[config.mk]
export PLATFORM = sky130hd
export DESIGN_NAME = tmr_pair
export DESIGN_NICKNAME = d
export VERILOG_FILES = /design/src/rtl/tmr_pkg.sv /design/src/rtl/tmr_prescaler.sv /design/src/rtl/tmr_counter.sv /design/src/rtl/tmr_flags.sv /design/src/rtl/tmr_pair.sv
export SDC_FILE = /design/constraint.sdc
export NUM_CORES = 1
export LEC_CHECK = 0
export CELL_PAD_IN_SITES_DETAIL_PLACEMENT = 1
export CELL_PAD_IN_SITES_GLOBAL_PLACEMENT = 2
export CORE_AREA = 10 10 178 180
export CTS_CLUSTER_DIAMETER = 200
export CTS_CLUSTER_SIZE = 14
export DETAILED_ROUTE_END_ITERATION = 10
export DIE_AREA = 0 0 188 190
export GPL_TIMING_DRIVEN = 1
export PLACE_DENSITY_LB_ADDON = 0.1
export SLEW_MARGIN = 20
export SYNTH_ARGS = -nofsm -noshare
export SYNTH_HDL_FRONTEND = slang
export SYNTH_HIERARCHICAL = 1
export SYNTH_SLANG_ARGS = --single-unit
[constraint.sdc]
create_clock -name clk -period 5.9 [get_ports clk]
set_input_delay 1.18 -clock clk [delete_from_list [all_inputs] [get_ports clk]]
set_output_delay 1.18 -clock clk [all_outputs]
set_load 0.01 [all_outputs]
[src/rtl/tmr_pkg.sv]
package tmr_pkg;
  localparam int unsigned AW = 4;
  localparam int unsigned DW = 32;
  localparam int unsigned NSRC = 4;
  localparam int unsigned NTMR = 2;

  typedef enum logic [AW-1:0] {
    A_LO_SET  = 4'h0,
    A_LO_CTRL = 4'h1,
    A_LO_SRC  = 4'h2,
    A_LO_OBS  = 4'h3,
    A_HI_SET  = 4'h4,
    A_HI_CTRL = 4'h5,
    A_HI_SRC  = 4'h6,
    A_HI_OBS  = 4'h7,
    A_STAT    = 4'h8,
    A_IEN     = 4'h9
  } reg_addr_e;

  // control word bit positions
  localparam int unsigned CB_EN      = 0;
  localparam int unsigned CB_RESTART = 1;
  localparam int unsigned CB_LINK    = 3;

  typedef enum logic [1:0] {
    SRC_FAST = 2'd0,
    SRC_K32  = 2'd1,
    SRC_K1   = 2'd2,
    SRC_SLOW = 2'd3
  } src_e;

  // flag / enable bit index per timer
  localparam int unsigned T_LO = 0;
  localparam int unsigned T_HI = 1;
endpackage

[src/rtl/tmr_prescaler.sv]
module tmr_prescaler
  import tmr_pkg::*;
#(
  parameter int unsigned DIV_FAST = 1,
  parameter int unsigned DIV_K32  = 3,
  parameter int unsigned DIV_K1   = 6,
  parameter int unsigned DIV_SLOW = 12
) (
  input  logic            clk,
  input  logic            rst,
  output logic [NSRC-1:0] tick
);
  function automatic int unsigned div_of(input int unsigned idx);
    case (idx)
      0:       return DIV_FAST;
      1:       return DIV_K32;
      2:       return DIV_K1;
      default: return DIV_SLOW;
    endcase
  endfunction

  for (genvar g = 0; g < NSRC; g++) begin : g_rate
    localparam int unsigned D  = div_of(g);
    localparam int unsigned CW = (D > 1) ? $clog2(D) : 1;
    logic [CW-1:0] phase_q;
    logic          wrap;

    assign wrap = (phase_q == CW'(D - 1));

    always_ff @(posedge clk) begin
      if (rst)       phase_q <= '0;
      else if (wrap) phase_q <= '0;
      else           phase_q <= phase_q + CW'(1);
    end

    assign tick[g] = wrap;
  end
endmodule

[src/rtl/tmr_counter.sv]
module tmr_counter #(
  parameter int unsigned W = 24
) (
  input  logic         clk,
  input  logic         rst,
  input  logic         step,
  input  logic         load,
  input  logic         up,
  input  logic [W-1:0] load_val,
  input  logic [W-1:0] wrap_val,
  output logic [W-1:0] count,
  output logic         term
);
  function automatic logic at_end(input logic [W-1:0] v, input logic dir_up);
    return dir_up ? (&v) : (v == '0);
  endfunction

  function automatic logic [W-1:0] advance(input logic [W-1:0] v, input logic dir_up);
    return dir_up ? (v + W'(1)) : (v - W'(1));
  endfunction

  logic [W-1:0] cnt_q;
  logic         end_hit;

  assign end_hit = at_end(cnt_q, up);
  assign term    = step & end_hit & ~load;

  always_ff @(posedge clk) begin
    if (rst)       cnt_q <= '0;
    else if (load) cnt_q <= load_val;
    else if (step) cnt_q <= end_hit ? wrap_val : advance(cnt_q, up);
  end

  assign count = cnt_q;
endmodule

[src/rtl/tmr_flags.sv]
module tmr_flags #(
  parameter int unsigned N = 2
) (
  input  logic         clk,
  input  logic         rst,
  input  logic [N-1:0] set,
  input  logic [N-1:0] clr,
  output logic [N-1:0] flags
);
  logic [N-1:0] flags_q;

  // a new event outranks a clear on the same edge
  always_ff @(posedge clk) begin
    if (rst) flags_q <= '0;
    else     flags_q <= (flags_q & ~clr) | set;
  end

  assign flags = flags_q;
endmodule

[src/rtl/tmr_pair.sv]
module tmr_pair
  import tmr_pkg::*;
#(
  parameter int unsigned LO_W     = 24,
  parameter int unsigned HI_W     = 32,
  parameter int unsigned DIV_FAST = 1,
  parameter int unsigned DIV_K32  = 3,
  parameter int unsigned DIV_K1   = 6,
  parameter int unsigned DIV_SLOW = 12
) (
  input  logic          clk,
  input  logic          rst,
  input  logic          reg_wr,
  input  logic [AW-1:0] reg_addr,
  input  logic [DW-1:0] reg_wdata,
  output logic [DW-1:0] reg_rdata,
  output logic          irq_lo,
  output logic          irq_hi
);
  // register state
  logic [LO_W-1:0] lo_set_q;
  logic [HI_W-1:0] hi_set_q;
  logic            lo_en_q, hi_en_q, link_q;
  src_e            lo_src_q, hi_src_q;
  logic [NTMR-1:0] ien_q;

  // named internal events
  logic [NSRC-1:0] tick;
  logic            wr_lo_ctrl, wr_hi_ctrl;
  logic            lo_load, hi_load, link_next;
  logic            lo_step, hi_step, lo_term, hi_term, carry;
  logic [LO_W-1:0] lo_cnt;
  logic [HI_W-1:0] hi_cnt, hi_inv_set, hi_load_val, hi_wrap_val;
  logic [NTMR-1:0] flags, stat_set, stat_clr;

  tmr_prescaler #(
    .DIV_FAST(DIV_FAST), .DIV_K32(DIV_K32), .DIV_K1(DIV_K1), .DIV_SLOW(DIV_SLOW)
  ) i_presc (
    .clk (clk),
    .rst (rst),
    .tick(tick)
  );

  // write decode
  assign wr_lo_ctrl = reg_wr && (reg_addr == A_LO_CTRL);
  assign wr_hi_ctrl = reg_wr && (reg_addr == A_HI_CTRL);

  always_ff @(posedge clk) begin
    if (rst) begin
      lo_set_q <= '0;
      hi_set_q <= '0;
      lo_en_q  <= 1'b0;
      hi_en_q  <= 1'b0;
      link_q   <= 1'b0;
      lo_src_q <= SRC_FAST;
      hi_src_q <= SRC_FAST;
      ien_q    <= '0;
    end else if (reg_wr) begin
      case (reg_addr)
        A_LO_SET:  lo_set_q <= reg_wdata[LO_W-1:0];
        A_HI_SET:  hi_set_q <= reg_wdata[HI_W-1:0];
        A_LO_CTRL: begin
          lo_en_q <= reg_wdata[CB_EN];
          link_q  <= reg_wdata[CB_LINK];
        end
        A_HI_CTRL: hi_en_q  <= reg_wdata[CB_EN];
        A_LO_SRC:  lo_src_q <= src_e'(reg_wdata[1:0]);
        A_HI_SRC:  hi_src_q <= src_e'(reg_wdata[1:0]);
        A_IEN:     ien_q    <= reg_wdata[NTMR-1:0];
        default:   ;
      endcase
    end
  end

  // restart and link handling
  assign link_next   = wr_lo_ctrl ? reg_wdata[CB_LINK] : link_q;
  assign lo_load     = wr_lo_ctrl & reg_wdata[CB_RESTART];
  assign hi_load     = (wr_hi_ctrl & reg_wdata[CB_RESTART]) |
                       (lo_load & reg_wdata[CB_LINK]);
  assign hi_inv_set  = ~hi_set_q;
  assign hi_load_val = link_next ? hi_inv_set : hi_set_q;
  assign hi_wrap_val = link_q    ? hi_inv_set : hi_set_q;

  // stepping
  assign lo_step = lo_en_q & tick[lo_src_q];
  assign carry   = link_q & lo_term;
  assign hi_step = hi_en_q & (link_q ? carry : tick[hi_src_q]);

  tmr_counter #(.W(LO_W)) i_lo (
    .clk     (clk),
    .rst     (rst),
    .step    (lo_step),
    .load    (lo_load),
    .up      (1'b0),
    .load_val(lo_set_q),
    .wrap_val(lo_set_q),
    .count   (lo_cnt),
    .term    (lo_term)
  );

  tmr_counter #(.W(HI_W)) i_hi (
    .clk     (clk),
    .rst     (rst),
    .step    (hi_step),
    .load    (hi_load),
    .up      (link_q),
    .load_val(hi_load_val),
    .wrap_val(hi_wrap_val),
    .count   (hi_cnt),
    .term    (hi_term)
  );

  // status flags
  assign stat_set = {hi_term, lo_term};
  assign stat_clr = (reg_wr && (reg_addr == A_STAT)) ? reg_wdata[NTMR-1:0] : '0;

  tmr_flags #(.N(NTMR)) i_flags (
    .clk  (clk),
    .rst  (rst),
    .set  (stat_set),
    .clr  (stat_clr),
    .flags(flags)
  );

  assign irq_lo = flags[T_LO] & ien_q[T_LO];
  assign irq_hi = flags[T_HI] & ien_q[T_HI];

  // read path
  always_comb begin
    case (reg_addr)
      A_LO_SET:  reg_rdata = DW'(lo_set_q);
      A_LO_CTRL: reg_rdata = DW'({link_q, 2'b00, lo_en_q});
      A_LO_SRC:  reg_rdata = DW'(lo_src_q);
      A_LO_OBS:  reg_rdata = DW'(lo_cnt);
      A_HI_SET:  reg_rdata = DW'(hi_set_q);
      A_HI_CTRL: reg_rdata = DW'(hi_en_q);
      A_HI_SRC:  reg_rdata = DW'(hi_src_q);
      A_HI_OBS:  reg_rdata = DW'(hi_cnt);
      A_STAT:    reg_rdata = DW'(flags);
      A_IEN:     reg_rdata = DW'(ien_q);
      default:   reg_rdata = '0;
    endcase
  end
endmodule

==> run_results.csv, run 1 <==
group,metric,value,unit
hold_path,hold_start,"i_presc/g_rate[1].phase_q[0]$_SDFF_PP0_",
clock_network,cts_buffer_depth,2,
critical_path,path_cells,"clkdlybuf4s50_1 -> nor2_1 -> and2_1 -> buf_4 -> a22oi_1 -> o21ai_1 -> clkdlybuf4s50_1",
synth,synth_cells,1426,
power_and_ir_drop,power.density,196,mW/mm^2
power_and_ir_drop,internal-power,1.70,mW
route,drtAntennaViolNets,0,
global_route,antenna_found_initial,1,
sta,rsz0062_at_grt,"no",
power_and_ir_drop,pwr-share-comb,15.4,%
power_and_ir_drop,p_clk_share,45.9,%
global_route,use_met3,2.03,%
run_status,status,"completed",
route,wl_per_cell,21.8,microns
global_route,grtUsageMet1,29.6,%
finish,register_area,0.00266,sq mm
global_route,grt_util_met2,37.3,%
clock_network,postCtsSetupRepairBufs,0,
sta,final-hold-violation-count,0,
clock_network,cts_sinks,133,
route,drt_iter0_markers,636,
clock_network,cts_hold_buf,0,
placed_design,gp_congestion,0.866,
synth,synth-adder-area-share,6.82,%
finish,finalCoreUtilization,43.7,%
sta,min_period,5.16,ns
sta,min_period_over_period,87.4,%
sta,clock_skew,0.0157,ns
sta,holdWs,0.420,ns
power_and_ir_drop,swShare,29.6,%
synth,synth_area_per_cell,7.61,sq um
global_route,grt_busiest_layer,"met2",
critical_path,worstPathArrival,3.98,ns
floorplan,dieHeight,190,microns
sta,setup_viol,0,
synth,ys_ff_latch,133,
sta,final_max_slew_viol_count,0,
finish,n_fill_cell,3472,
synth,syn_area,0.0109,sq mm
hold_path,worstHoldPathCells,1,
critical_path,start_kind,"input pin",
sta,setup-tns-final,0,ns
power_and_ir_drop,seqPwrFrac,38.7,%
floorplan,io_pins,73,
critical_path,r2r-end,"i_hi/count[26]$_SDFFE_PP0P_",
floorplan,initial_core_util,38.4,%
floorplan,core_area,0.0282,sq mm
power_and_ir_drop,p_sw,0.716,mW
global_route,overflow,0,
synth,synth_warnings,6,
finish,multiInputGateArea,0.00760,sq mm
finish,final_cells,1835,
synth,yosys.cell_types.count,91,
clock_network,cts.reportedPaths.clkPinSlew,0.07,ns
synth,async_flop_share,0,%
critical_path,cp.required,4.72,ns
sta,fmax,194,MHz
finish,nets,1534,
synth,synthFlopType,"dfxtp_1",
clock_network,cts_resized,0,
synth,synth-compound-area-share,27.0,%
clock_network,cts_tree,"yes",
synth,yosysSeqAreaShare,24.5,%
route,vias_per_cell,5.76,
route,wirelength,40000,microns
finish,drive_gt1_share,6.55,%
clock_network,cts-root-buf,"clkbuf_16",
placed_design,place_inst,1802,
run,maxCapViolations,0,
critical_path,critPathCaptureType,"primary output",
placed_design,io_buffers,72,
critical_path,crit_type,"input pin to primary output",
clock_network,worst_skew_pair.late_latency,0.43,ns
critical_path,cp_common_cell,"clkdlybuf4s50_1",
hold_path,min_to,"i_presc/g_rate[1].phase_q[0]$_SDFF_PP0_",
critical_path,worstPathBufferInverterCount,3,
floorplan,dieArea,0.0357,sq mm
hold_path,min_path_type,"flop to flop",
critical_path,reg2reg_slack,2.06,ns
finish,fin_area,0.0123,sq mm
global_route,grt_pass1_wl,63500,microns
synth,synth_xor_area_share,8.31,%
floorplan,fp-row-count,62,
critical_path,cp_top_family,"buffers and inverters",
floorplan,die_x,188,microns
global_route,grtUsageTotal,22.0,%
critical_path,crit_fanout,29,
synth,synth_mux_area_share,5.34,%
synth,synth_edf_count,0,
power_and_ir_drop,leakagePower,4.83,nW
finish,area_delta_synth_final,13.6,%
power_and_ir_drop,ir_drop,0.162,mV
critical_path,reg2reg_from,"i_presc/g_rate[3].phase_q[0]$_SDFF_PP0_",
critical_path,crit_path_max_incr_delay,0.66,ns
clock_network,htreeDepth,4,
placed_design,dp_hpwl,29800,microns
synth,synth_top_family_by_area,"compound AO/OA/AOI/OAI gates",
clock_network,cts-buffers-inserted,17,
global_route,grt_max_degree,70,
global_route,grt_pass1_vias,10676,
sta,max_slew_margin,30.2,%
placed_design,postPlaceCellArea,0.0117,sq mm
sta,worst-slew-pin-transition,1.04,ns
critical_path,cpMaxStageDelayCell,"clkdlybuf4s50_1",
synth,synth-simple-area-share,21.9,%
route,vias,10578,
route,drc,0,
critical_path,r2r_cells,15,
route,first_pass_iters,5,
-- synth_stat cells (21+ instances only) --
cell type,number,share of area (%)
o21ai_0,50,2.3
ha_1,56,6.5
nand2b_1,22,1.3
clkbuf_1,51,1.8
inv_1,35,1.2
a21o_1,22,1.5
dfxtp_1,133,25
buf_2,21,0.97
a21oi_1,160,7.4
mux2i_1,50,4.6
nor2_1,106,3.7
nand3_1,37,1.7
nand2_1,199,6.9
xor2_1,50,4.0
a22oi_1,24,1.7
xnor2_1,53,4.3
nand4_1,23,1.3
-- flip-flops by register name (all words and copies together), names as in the netlist, 10 cells and up --
signal	flops
lo_set_q	24
i_lo/count	24
hi_set_q	32
i_hi/count	32
i_presc/g_rate.phase_q	10
-- per-layer routing --
layer  up-vias  part of all wire (%)  wire length (microns)
met1      5247                    48                  19400
met3        27                   1.8                    725
met5         -                     0                      0
li1       5185                     -                      -
met4         0                   1.3                    529
met2       119                    48                  19400
-- power groups by stage --
stage               registers, mW  clock network (mW)  logic (mW)
finish                      0.935                1.11       0.372
global route                0.937                1.17       0.408
CTS                         0.935                1.12       0.371
detailed placement          0.955                   0       0.369
global placement            0.954                   0       0.365
floorplan                   0.945                   0       0.266
-- cells by family after synthesis --
kind of cell    count (synthesis)
compound gates                438
xor+xnor                      103
fa+ha+maj                      58
buf+inv                       136
flops                         133
mux                            55
other cells                     2
simple gates                  501
-- per-stage QoR --
stage / worst slack (ns) / power [mW]
after floorplan: 2.46 / 1.21
after global placement: 0.926 / 1.32
after detailed placement: 0.813 / 1.32
after CTS: 0.817 / 2.43
after global routing: 0.638 / 2.52
final: 0.744 / 2.42
-- layout by cell type, fill, tap and decap left out, types with 36 or more instances in the layout --
cell and count:
xor2_1 50, dfxtp_1 132, nand3_1 36, nor2_1 105, a21oi_1 159, nand2_1 199
o21ai_0 50, ha_1 56, clkdlybuf4s50_1 70, xnor2_1 53, mux2i_1 50
-- layout make-up --
class	instances	area share [%]
inverter	35	1.07
tap	384	3.90
clock inverter	12	1.19
timing repair buffer	90	6.98
antenna	1	0.0203
sequential	133	21.6
clock buffer	20	3.62
multi-input combinational	1160	61.6
-- worst max path at each step --
stage | startpoint | cells past startpoint | slack [ns] | to
finish | reg_addr[1] | 7 | 0.74 | reg_rdata[17]
global route | reg_addr[1] | 7 | 0.64 | reg_rdata[17]
CTS | reg_addr[1] | 7 | 0.82 | reg_rdata[18]
detailed placement | reg_addr[1] | 7 | 0.81 | reg_rdata[17]
global placement | reg_addr[1] | 7 | 0.93 | reg_rdata[18]
floorplan | reg_addr[3] | 8 | 2.46 | reg_rdata[12]
(Power assumes the default switching activity.)
==> run 2: changes to the inputs <==
==> constraint.sdc (replaced) <==
create_clock -name clk -period 5.9 [get_ports clk]
set_input_delay 0.59 -clock clk [delete_from_list [all_inputs] [get_ports clk]]
set_output_delay 0.59 -clock clk [all_outputs]
set_load 0.01 [all_outputs]
==> run_results.csv, run 2 (synthesis gave the netlist of run 1 again) <==
group,metric,value,unit
route,vias,10658,
power_and_ir_drop,swShare,28.3,%
route,first_pass_iters,5,
finish,nets,1531,
floorplan,core_area,0.0282,sq mm
route,vias_per_cell,5.82,
floorplan,io_pins,73,
sta,final_max_slew_viol_count,0,
finish,final_cells,1830,
sta,final-hold-violation-count,0,
clock_network,cts_sinks,133,
placed_design,io_buffers,72,
floorplan,initial_core_util,38.4,%
clock_network,cts_resized,0,
clock_network,cts_hold_buf,0,
sta,clock_skew,0.00856,ns
finish,antenna_cells,0,
floorplan,dieHeight,190,microns
global_route,grt_pass1_wl,62400,microns
sta,setup-tns-final,0,ns
critical_path,reg2reg_slack,1.87,ns
critical_path,critPathCaptureType,"primary output",
sta,holdWs,0.422,ns
global_route,grtUsageMet1,28.7,%
clock_network,cts-buffers-inserted,17,
sta,worst-slew-pin-transition,1.04,ns
hold_path,min_path_type,"flop to flop",
critical_path,worstPathArrival,3.78,ns
placed_design,gp_congestion,0.840,
global_route,grt_busiest_layer,"met2",
sta,fmax,229,MHz
power_and_ir_drop,seqPwrFrac,39.1,%
global_route,grt_util_met2,37.3,%
route,wl_per_cell,21.7,microns
global_route,grt_max_degree,65,
clock_network,cts_tree,"yes",
power_and_ir_drop,pwr-share-comb,15.6,%
floorplan,dieArea,0.0357,sq mm
global_route,overflow,0,
power_and_ir_drop,ir_drop,0.140,mV
global_route,antenna_found_initial,0,
sta,max_slew_margin,30.2,%
sta,setup_viol,0,
sta,min_period,4.37,ns
clock_network,cts-root-buf,"clkbuf_16",
clock_network,htreeDepth,4,
sta,rsz0062_at_grt,"no",
finish,n_fill_cell,3503,
power_and_ir_drop,internal-power,1.72,mW
finish,drive_gt1_share,6.50,%
run,maxCapViolations,0,
critical_path,start_kind,"input pin",
global_route,use_met3,2.38,%
power_and_ir_drop,leakagePower,4.81,nW
critical_path,crit_fanout,16,
route,drtAntennaViolNets,0,
global_route,grt_pass1_vias,10530,
route,drt_iter0_markers,649,
finish,layout_common_cells,"199 x nand2_1, 159 x a21oi_1, 132 x dfxtp_1, 105 x nor2_1, 70 x clkdlybuf4s50_1",
floorplan,fp-row-count,62,
route,wirelength,39700,microns
power_and_ir_drop,p_sw,0.678,mW
route,drc,0,
clock_network,postCtsSetupRepairBufs,0,
clock_network,cts.reportedPaths.clkPinSlew,0.06,ns
placed_design,place_inst,1799,
run_status,status,"completed",
clock_network,worst_skew_pair.late_latency,0.43,ns
finish,mostFrequentLayoutCell,"nand2_1",
clock_network,cts_buffer_depth,2,
power_and_ir_drop,power.density,195,mW/mm^2
global_route,grtUsageTotal,21.7,%
finish,area_delta_synth_final,13.3,%
placed_design,dp_hpwl,29700,microns
floorplan,die_x,188,microns
sta,min_period_over_period,74.1,%
power_and_ir_drop,p_clk_share,45.4,%
critical_path,cp.required,5.31,ns
critical_path,crit_type,"input pin to primary output",
-- run 2: metrics by stage --
stage               util (%)  power (mW)  instance area (sq um)  setup slack, ns
finish                  43.5        2.39                  12300             1.53
global route            43.5        2.49                  12300             1.37
CTS                     43.5        2.41                  12300             1.55
detailed placement      41.4        1.32                  11700             1.55
global placement        41.4        1.32                  11700             1.63
floorplan                  -        1.21                  10900             2.79
-- run 2: per-layer routing --
layer / share of wire (%) / vias to the layer above
met5: 0 / -
met4: 1.1 / 0
met3: 1.9 / 28
met2: 49 / 108
met1: 48 / 5355
li1: - / 5167
-- run 2: worst paths after layout --
| kind | start | end | depth (start not counted) |
|---|---|---|---|
| setup / recovery | reg_addr[3] | reg_rdata[17] | 7 |
| hold / removal | i_presc/g_rate[1].phase_q[0]$_SDFF_PP0_ | i_presc/g_rate[1].phase_q[0]$_SDFF_PP0_ | 1 |
| setup reg to reg | i_presc/g_rate[3].phase_q[0]$_SDFF_PP0_ | i_hi/count[26]$_SDFFE_PP0P_ | 15 |
| hold reg to reg | i_presc/g_rate[1].phase_q[0]$_SDFF_PP0_ | i_presc/g_rate[1].phase_q[0]$_SDFF_PP0_ | 1 |
-- run 2: critical path, cell delays in order --
cell	delay, ns
clkdlybuf4s50_1	0.61
nor2b_1	0.64
and2_1	0.67
buf_4	0.34
a22oi_1	0.11
o21ai_1	0.20
clkdlybuf4s50_1	0.61
-- run 2: area by class of cell --
type | count | area [sq um] | area share (%)
clock inverter | 14 | 163 | 1.32
timing repair buffer | 87 | 826 | 6.72
tap | 384 | 480 | 3.91
clock buffer | 17 | 425 | 3.46
inverter | 35 | 131 | 1.07
sequential | 133 | 2660 | 21.7
multi-input combinational | 1160 | 7600 | 61.8
-- run 2: power by group through the flow --
stage	registers [mW]	clock network, mW	logic, mW
detailed placement	0.954	0	0.370
finish	0.935	1.09	0.372
CTS	0.934	1.11	0.372
floorplan	0.945	0	0.266
global placement	0.954	0	0.364
global route	0.936	1.15	0.407
